--- config.mk ---
export PLATFORM = sky130hd
export DESIGN_NAME = pwr_sleep_ctrl
export DESIGN_NICKNAME = d
export VERILOG_FILES = /design/src/rtl/sleep_pkg.sv /design/src/rtl/sleep_mode_decode.sv /design/src/rtl/sleep_profile.sv /design/src/rtl/sleep_wake_timer.sv /design/src/rtl/pwr_sleep_ctrl.sv
export SDC_FILE = /design/constraint.sdc
export NUM_CORES = 1
export LEC_CHECK = 0
export ABC_CLOCK_PERIOD_IN_PS = 2800
export BUFFER_PORTS_ARGS = -buffer_cell sky130_fd_sc_hd__buf_2
export CAP_MARGIN = 0
export CORE_MARGIN = 4
export CORE_UTILIZATION = 55
export CTS_CLUSTER_SIZE = 24
export DETAILED_ROUTE_END_ITERATION = 6
export PLACE_DENSITY = 0.85
export SETUP_SLACK_MARGIN = 0.15
export SYNTH_ARGS = -nofsm -noshare
export SYNTH_HDL_FRONTEND = slang
export SYNTH_SLANG_ARGS = --single-unit
export TNS_END_PERCENT = 50
--- constraint.sdc ---
create_clock -name clk -period 2.8 [get_ports clk]
set_clock_uncertainty 0.05 [all_clocks]
set_input_delay 0.14 -clock clk [delete_from_list [all_inputs] [get_ports clk]]
set_output_delay 0.14 -clock clk [all_outputs]
set_load 0.02 [all_outputs]
--- src/rtl/sleep_pkg.sv ---
package sleep_pkg;
  localparam int NWAKE = 7;

  typedef enum logic [1:0] {
    ST_RUN     = 2'd0,
    ST_SLEEP   = 2'd1,
    ST_STARTUP = 2'd2,
    ST_HALT    = 2'd3
  } slp_state_e;

  typedef enum logic [2:0] {
    M_IDLE, M_ADCQ, M_PDOWN, M_PSAVE, M_STBY, M_XSTBY
  } eff_mode_e;

  typedef enum logic [1:0] {LAT_NONE, LAT_FAST, LAT_PROG} lat_e;

  typedef struct packed {
    logic cpu;
    logic flash;
    logic io;
    logic adc;
    logic asy;
  } clk_set_t;

  typedef struct packed {
    clk_set_t           clk;
    logic               osc_main;
    logic               osc_tmr;
    logic [NWAKE-1:0]   wake_mask;
    lat_e               lat;
  } profile_t;
endpackage

--- src/rtl/sleep_mode_decode.sv ---
module sleep_mode_decode
  import sleep_pkg::*;
(
  input  logic [2:0] code,
  input  logic       xtal_src,
  input  logic       adc_enabled,
  output eff_mode_e  mode,
  output logic       autostart
);
  always_comb begin
    case (code)
      3'b001:  mode = M_ADCQ;
      3'b010:  mode = M_PDOWN;
      3'b011:  mode = M_PSAVE;
      3'b110:  mode = xtal_src ? M_STBY  : M_PDOWN;
      3'b111:  mode = xtal_src ? M_XSTBY : M_PSAVE;
      default: mode = M_IDLE;
    endcase
    autostart = (mode == M_ADCQ) || ((mode == M_IDLE) && adc_enabled);
  end
endmodule

--- src/rtl/sleep_profile.sv ---
module sleep_profile
  import sleep_pkg::*;
(
  input  eff_mode_e mode,
  output profile_t  prof
);
  always_comb begin
    prof = '0;
    case (mode)
      M_IDLE: begin
        prof.clk = 5'b00111; prof.osc_main = 1'b1; prof.osc_tmr = 1'b1;
        prof.wake_mask = 7'h7F; prof.lat = LAT_NONE;
      end
      M_ADCQ: begin
        prof.clk = 5'b00011; prof.osc_main = 1'b1; prof.osc_tmr = 1'b1;
        prof.wake_mask = 7'h3F; prof.lat = LAT_NONE;
      end
      M_PDOWN: begin
        prof.clk = 5'b00000; prof.osc_main = 1'b0; prof.osc_tmr = 1'b0;
        prof.wake_mask = 7'h07; prof.lat = LAT_PROG;
      end
      M_PSAVE: begin
        prof.clk = 5'b00001; prof.osc_main = 1'b0; prof.osc_tmr = 1'b1;
        prof.wake_mask = 7'h0F; prof.lat = LAT_PROG;
      end
      M_STBY: begin
        prof.clk = 5'b00000; prof.osc_main = 1'b1; prof.osc_tmr = 1'b0;
        prof.wake_mask = 7'h07; prof.lat = LAT_FAST;
      end
      default: begin
        prof.clk = 5'b00001; prof.osc_main = 1'b1; prof.osc_tmr = 1'b1;
        prof.wake_mask = 7'h0F; prof.lat = LAT_FAST;
      end
    endcase
  end
endmodule

--- src/rtl/sleep_wake_timer.sv ---
module sleep_wake_timer #(
  parameter int W = 16
) (
  input  logic         clk,
  input  logic         rst_n,
  input  logic         load,
  input  logic [W-1:0] load_val,
  input  logic         dec,
  output logic         zero
);
  logic [W-1:0] cnt;

  always_ff @(posedge clk or negedge rst_n) begin
    if (!rst_n)    cnt <= '0;
    else if (load) cnt <= load_val;
    else if (dec && cnt != '0) cnt <= cnt - 1'b1;
  end

  assign zero = (cnt == '0);
endmodule

--- src/rtl/pwr_sleep_ctrl.sv ---
module pwr_sleep_ctrl
  import sleep_pkg::*;
#(
  parameter int DLY_W    = 16,
  parameter int FAST_CYC = 6,
  parameter int HALT_CYC = 4
) (
  input  logic             clk,
  input  logic             rst_n,
  input  logic             slp_en,
  input  logic [2:0]       slp_mode,
  input  logic             slp_strobe,
  input  logic             xtal_src,
  input  logic             adc_enabled,
  input  logic [DLY_W-1:0] startup_dly,
  input  logic [6:0]       wake_req,
  input  logic             rst_wake,
  output logic             clk_cpu_en,
  output logic             clk_flash_en,
  output logic             clk_io_en,
  output logic             clk_adc_en,
  output logic             clk_asy_en,
  output logic             osc_main_en,
  output logic             osc_tmr_en,
  output logic             adc_autostart,
  output logic [1:0]       pm_state,
  output logic             cpu_run,
  output logic             irq_take,
  output logic             rst_vector
);
  localparam logic [DLY_W-1:0] HALT_M1 = DLY_W'(HALT_CYC - 1);
  localparam logic [DLY_W-1:0] FAST_V  = DLY_W'(FAST_CYC);

  slp_state_e state, nxt;
  eff_mode_e  live_mode, mode_q, mode_d;
  profile_t   prof;
  logic       live_as, as_d, irq_d, rvec_d;
  logic       tm_load, tm_dec, tm_zero, wake_hit;
  logic [DLY_W-1:0] tm_val, lat_val;

  sleep_mode_decode u_dec (
    .code(slp_mode), .xtal_src(xtal_src), .adc_enabled(adc_enabled),
    .mode(live_mode), .autostart(live_as)
  );

  sleep_profile u_prof (.mode(mode_q), .prof(prof));

  sleep_wake_timer #(.W(DLY_W)) u_tmr (
    .clk(clk), .rst_n(rst_n), .load(tm_load), .load_val(tm_val),
    .dec(tm_dec), .zero(tm_zero)
  );

  assign wake_hit = |(wake_req & prof.wake_mask);

  always_comb begin
    case (prof.lat)
      LAT_NONE: lat_val = '0;
      LAT_FAST: lat_val = FAST_V;
      default:  lat_val = startup_dly;
    endcase
  end

  always_comb begin
    nxt = state; mode_d = mode_q; as_d = 1'b0; irq_d = 1'b0; rvec_d = 1'b0;
    tm_load = 1'b0; tm_val = '0; tm_dec = 1'b0;
    case (state)
      ST_RUN: if (slp_en && slp_strobe) begin
        nxt = ST_SLEEP; mode_d = live_mode; as_d = live_as;
      end
      ST_SLEEP: begin
        if (rst_wake) begin
          nxt = ST_RUN; rvec_d = 1'b1;
        end else if (wake_hit) begin
          tm_load = 1'b1;
          if (lat_val == '0) begin
            nxt = ST_HALT; tm_val = HALT_M1;
          end else begin
            nxt = ST_STARTUP; tm_val = lat_val - 1'b1;
          end
        end
      end
      ST_STARTUP: begin
        if (rst_wake) begin
          nxt = ST_RUN; rvec_d = 1'b1;
        end else if (tm_zero) begin
          nxt = ST_HALT; tm_load = 1'b1; tm_val = HALT_M1;
        end else tm_dec = 1'b1;
      end
      default: begin
        if (rst_wake) begin
          nxt = ST_RUN; rvec_d = 1'b1;
        end else if (tm_zero) begin
          nxt = ST_RUN; irq_d = 1'b1;
        end else tm_dec = 1'b1;
      end
    endcase
  end

  always_ff @(posedge clk or negedge rst_n) begin
    if (!rst_n) begin
      state <= ST_RUN; mode_q <= M_IDLE;
      adc_autostart <= 1'b0; irq_take <= 1'b0; rst_vector <= 1'b0;
    end else begin
      state <= nxt; mode_q <= mode_d;
      adc_autostart <= as_d; irq_take <= irq_d; rst_vector <= rvec_d;
    end
  end

  always_comb begin
    case (state)
      ST_RUN: begin
        {clk_cpu_en, clk_flash_en, clk_io_en, clk_adc_en, clk_asy_en} = 5'b11111;
        osc_main_en = 1'b1; osc_tmr_en = 1'b1;
      end
      ST_HALT: begin
        {clk_cpu_en, clk_flash_en, clk_io_en, clk_adc_en, clk_asy_en} = 5'b01111;
        osc_main_en = 1'b1; osc_tmr_en = 1'b1;
      end
      default: begin
        {clk_cpu_en, clk_flash_en, clk_io_en, clk_adc_en, clk_asy_en} = prof.clk;
        osc_main_en = prof.osc_main || (state == ST_STARTUP);
        osc_tmr_en  = prof.osc_tmr;
      end
    endcase
  end

  assign pm_state = state;
  assign cpu_run  = (state == ST_RUN);
endmodule

---- Word level (Yosys, flattened, before mapping) ----
Cells that the tools add are included.
word-level totals
  register bits after elaboration ......... 24
  input bits .............................. 33
  logic and storage cells ................. 88
operators by class
  add/sub/neg operators ................... 2
  equality and inequality tests ........... 17
  multiplexer cells ....................... 42
  bitwise logic cells ..................... 1
  reduce and logical (&&, ||, !) cells .... 20
operators with widths
  operator               count
  $mux 16                5
  $pmux 14 s5            1
  $pmux 16 s2            2
  $logic_not 16->1       2
  $sub 16x1->16 const B  2
  $mux 1                 19
  $mux 2                 9
  $reduce_bool 16->1     1
  $pmux 3 s5             1
  $eq 3x2->1 const B     4
  $eq 3x1->1 const B     3
  $eq 3x3->1 const B     3
  $and 7x7->7            1
  $reduce_or 7->1        1
  $logic_not 3->1        2
  $mux 3                 2
  $ne 3x3->1 const B     2
  $pmux 2 s3             1
  $eq 2x1->1 const B     2
  $eq 2x2->1 const B     2
  $logic_not 2->1        2
  $pmux 1 s2             2
  $reduce_and 4->1       1
  $reduce_bool 4->1      1
  7 further kinds        11

---- Depth between registers and ports, before layout ----
  depth after elaboration ................. 10
  depth in mapped cells ................... 11
  mapped depth without buffers ............ 9

---- Hierarchy ----
From an unflattened synthesis, not the netlist that was laid out.
unflattened totals
  cells, all modules ...................... 286
  area total of the unflattened synthesis .. 2349.8 µm²
by module, submodules not included
  module             times used  cells each  area each (µm²)
  pwr_sleep_ctrl     1           142         1152.4
  sleep_wake_timer   1           119         1039.7
  sleep_profile      1           19          121.4
  sleep_mode_decode  1           6           36.3

---- Worst setup path before layout ----
No wires, ideal clock.
  kind .................................... register -> register
  start point ............................. register mode_q[1]
  end point ............................... register u_tmr.cnt[14]
  setup time .............................. 0.072 ns
  data arrival time ....................... 2.366 ns
  setup slack ............................. 0.312 ns
  stages on the path, launching flop included .. 12
  period minus slack after synthesis ...... 2.488 ns
  cells stage by stage .................... dfrtp_1 -> clkbuf_1 -> clkbuf_1 -> clkbuf_1 -> a21oi_1 -> ha_1 -> nor2b_1 -> a21boi_0 -> a21oi_1 -> a211oi_1 -> a32oi_1 -> nor2_1
on the way
  longest elaborated chain between the ends .. 10
RTL lines
  element                                            RTL line                                    RTL
  start: declaration                                 pwr_sleep_ctrl.sv:35                        eff_mode_e live_mode, mode_q, mode_d;
  start signal: assignment                           pwr_sleep_ctrl.sv:104                       state <= nxt; mode_q <= mode_d;
  $eq 3x3->1, or another cell as far along           sleep_profile.sv:9                          case (mode)
  $pmux 14 s5 (*)                                    sleep_profile.sv:9
  $eq 2x1->1 or $logic_not 2->1 (tied branches)      pwr_sleep_ctrl.sv:56                        case (prof.lat)
  $pmux 16 s2                                        pwr_sleep_ctrl.sv:56
  $sub 16x1->16 or $logic_not 16->1 (tied branches)  pwr_sleep_ctrl.sv:78, pwr_sleep_ctrl.sv:75
  $mux 16                                            pwr_sleep_ctrl.sv:75                        if (lat_val == '0) begin
  $mux 16                                            pwr_sleep_ctrl.sv:73                        end else if (wake_hit) begin
  $mux 16                                            pwr_sleep_ctrl.sv:71                        if (rst_wake) begin
  $pmux 16 s2                                        pwr_sleep_ctrl.sv:66                        case (state)
  $mux 16                                            sleep_wake_timer.sv:15                      else if (load) cnt <= load_val;
  end signal: assignment                             sleep_wake_timer.sv:15
  end signal: assignment                             sleep_wake_timer.sv:16                      else if (dec && cnt != '0) cnt <= cnt - 1'b1;
  end: declaration                                   sleep_wake_timer.sv:11                      logic [W-1:0] cnt;
Mark *: on every way between the ends. The rest lies on a longest branch, timed or not.
A chain may end at the register's enable or synchronous reset.

---- Worst setup path in the final report ----
  start point ............................. register u_tmr.cnt[10]
  end point ............................... register u_tmr.cnt[1]
on the way
  longest elaborated chain between the ends .. 6
RTL lines
  element                      RTL line                                    RTL
  $logic_not 16->1             sleep_wake_timer.sv:19                      assign zero = (cnt == '0);
  $mux 1                       pwr_sleep_ctrl.sv:85, pwr_sleep_ctrl.sv:92
  $mux 1                       pwr_sleep_ctrl.sv:90                        if (rst_wake) begin
  $mux 1                       n/a
  $logic_and 1x1->1            sleep_wake_timer.sv:16
  $reduce_bool 2->1 (no line)  n/a
Parallel ways exist; a longest one is shown, timed or not.

==> results_dict.tcl <==
set metrics [dict create \
    status "finished, final reports clean" \
    grt_start_max_net_pins 25 \
    max-cap-violations 0 \
    period_minus_slack_ns 2.44 \
    worstHoldStart "slp_mode[1]" \
    die_h_um 69.8 \
    worst_pin_slew_ns 0.560 \
    r2r-end "u_tmr.cnt[1]" \
    drive_above_1_share 0.252 \
    setup_tns_ns 0 \
    drtIter0Drc 149 \
    portBuffers 45 \
    wl_per_cell_um 15.4 \
    worstSetupEndpointType "flop" \
    synth-edff-count 0 \
    vias_per_cell 6.10 \
    synth-seq-cells 24 \
    slew_headroom 0.626 \
    antenna_cells 0 \
    grt_overflow 0 \
    worstSetupPathType "flop to flop" \
    whs_path_depth 2 \
    first_pass_iters 4 \
    final_cell_mix "buf_2 (45), nor2_1 (29), nand2_1 (27)" \
    worstRegToRegCells 7 \
    synthesis.nets 309 \
    hp-class "input port to flop" \
    cp.required_ns 2.94 \
    setup_viol 0 \
    r2r-start "u_tmr.cnt[10]" \
    ioPinCount 46 \
    synth_seq_area_share 0.286 \
    pre_cts_ws_ns 0.266 \
    hold_end "adc_autostart" \
    initial_utilization 0.570 \
    ys_warn_count 0 \
    wl_mm 5.63 \
    synth_cells 268 \
    drtAntennaViolNets 0 \
    layout_commonest_cell "buf_2" \
    peakVddDrop_uv 618 \
    die_w_um 69.8 \
    p_total_mw 2.47 \
    syn_area_mm2 0.00210 \
    fp-row-count 22 \
    placed_cells 361 \
    grt_pass1_wl_mm 9.34 \
    clock_latency_ns 0.27 \
    grt_usage 0.231 \
    antenna_found_initial 0 \
    rsz0062_at_grt "false" \
    die-area_mm2 0.00487 \
    setup_ws_ns 0.357 \
    fillCellCount 309 \
    cp_max_fo 12 \
    synth_ff_type "dfrtp_1" \
    cts_num_sinks 24 \
    async_reset_ff_frac 1.00 \
    place.gp.congestion 0.879 \
    avgSynthCellArea_um2 7.84 \
    drc 0 \
    p_leak_nw 1.10 \
    cts_root_buffer "clkbuf_8" \
    final_cells 366 \
    finalCritPeriodShare 0.872 \
    r2r_slack_ns 0.36 \
    nets 360 \
    arrival_ns 2.59 \
    cp-start-kind "flop" \
    cts_buffers 3 \
    final-seq-area_um2 601 \
    num_vias 2234 \
    htree_num_levels 1 \
    cts_tree "built" \
    ys_types 51 \
    p_per_area_mw_per_mm2 983 \
    multi_input_comb_area_mm2 0.00141 \
    clk_pin_slew_ns 0.09 \
    core-area_mm2 0.00369 \
    grt_pass1_vias 2053 \
    clock_path_buffers 2 \
    hold_viol_final 0 \
    dp_hpwl_mm 4.21 \
    cts_setup_buffers 0 \
    syn_to_final_growth_pct 19.5 \
    fmax_mhz 409 \
    maxSlewViolCount 0 \
]
[cells by family after synthesis]
logic type,synth area share
AND/OR/NAND/NOR,0.316
AO/OA/AOI/OAI,0.254
flip-flops,0.286
buffers and inverters,0.0447
XOR/XNOR,0.0417
adder cells (fa/ha/maj),0.0476
multiplexers,0.0101
[Yosys cell counts (2+ instances only)]
cell,instances,share of area
or2_2,6,0.018
nand2b_1,3,0.0089
inv_1,9,0.016
buf_4,2,0.0071
nand4_1,3,0.0089
a21o_1,2,0.0071
o31ai_1,7,0.025
nor3_1,17,0.040
nand3_1,13,0.031
a32oi_1,7,0.029
or4_1,2,0.0071
xnor2_1,5,0.021
nor4_1,2,0.0060
and3_1,4,0.012
nand2_1,27,0.048
or4_4,4,0.021
o21a_1,2,0.0071
a211oi_1,2,0.0071
ha_1,8,0.048
nor2_1,29,0.052
nor2b_1,5,0.015
a21boi_0,2,0.0071
a32o_1,3,0.014
a22o_1,2,0.0083
o41ai_1,3,0.013
buf_2,3,0.0071
dfrtp_1,24,0.29
clkbuf_1,8,0.014
xor2_1,5,0.021
o211ai_1,3,0.011
a21oi_1,12,0.029
a41oi_1,2,0.0083
o21ai_0,16,0.038
or3_1,9,0.027
[flip-flops by register name, summed over array words and instances, names as in the netlist]
signal         count
rst_vector         1
irq_take           1
u_tmr.cnt         16
adc_autostart      1
pm_state           2
mode_q             3
[power breakdown]
part	internal [mW]	total, mW	leakage, nW	switching [mW]
logic	0.646	1.55	0.753	0.908
clock network	0.191	0.311	0.0357	0.120
registers	0.456	0.602	0.316	0.146
total	1.29	2.47	1.10	1.17
[worst max-delay path by stage]
| stage | start | cells past startpoint | end |
|---|---|---|---|
| after floorplan | mode_q[1] | 11 | u_tmr.cnt[14] |
| after global placement | u_tmr.cnt[10] | 6 | u_tmr.cnt[10] |
| after detailed placement | u_tmr.cnt[10] | 6 | u_tmr.cnt[10] |
| after CTS | u_tmr.cnt[10] | 6 | u_tmr.cnt[10] |
| after global routing | u_tmr.cnt[8] | 7 | u_tmr.cnt[8] |
| final | u_tmr.cnt[10] | 7 | u_tmr.cnt[1] |
[metrics by stage]
stage / util / hold WS, ns / area, um2
detailed placement: 0.657 / 0.110 / 2420
global route: 0.680 / 0.0141 / 2510
CTS: 0.679 / 0.0106 / 2500
global placement: 0.657 / 0.107 / 2420
floorplan: - / -0.206 / 2100
finish: 0.680 / 0.0119 / 2510
[critical path, cell delays in order (launching register included)]
cell,delay (ns)
dfrtp_1,0.42
or4_4,0.56
or3_1,0.40
o21a_1,0.23
buf_4,0.19
mux2_2,0.28
a22o_1,0.18
o21ai_0,0.06
[cell type report]
type	count	area share
Inverter	9	0.0135
Sequential cell	24	0.239
Multi-Input combinational cell	222	0.562
Timing Repair Buffer	59	0.133
Clock buffer	3	0.0165
Tap cell	48	0.0239
Clock inverter	1	0.0120
[routing by layer]
| layer | track usage | vias up | routed length (um) |
|---|---|---|---|
| met5 | 0 | - | 0 |
| met4 | 0.0851 | 0 | 147 |
| met3 | 0.0435 | 13 | 445 |
| met2 | 0.374 | 97 | 2510 |
| met1 | 0.305 | 1027 | 2530 |
| li1 | - | 1097 | - |
[repair_timing]
item | in CTS | in global routing
endpoints found under the setup margin | 0 | 1
hold endpoints to repair | 24 | 0
hold buffers | 1 | 0
resized for setup | 0 | 1
Power figures use the tool's default switching activity.
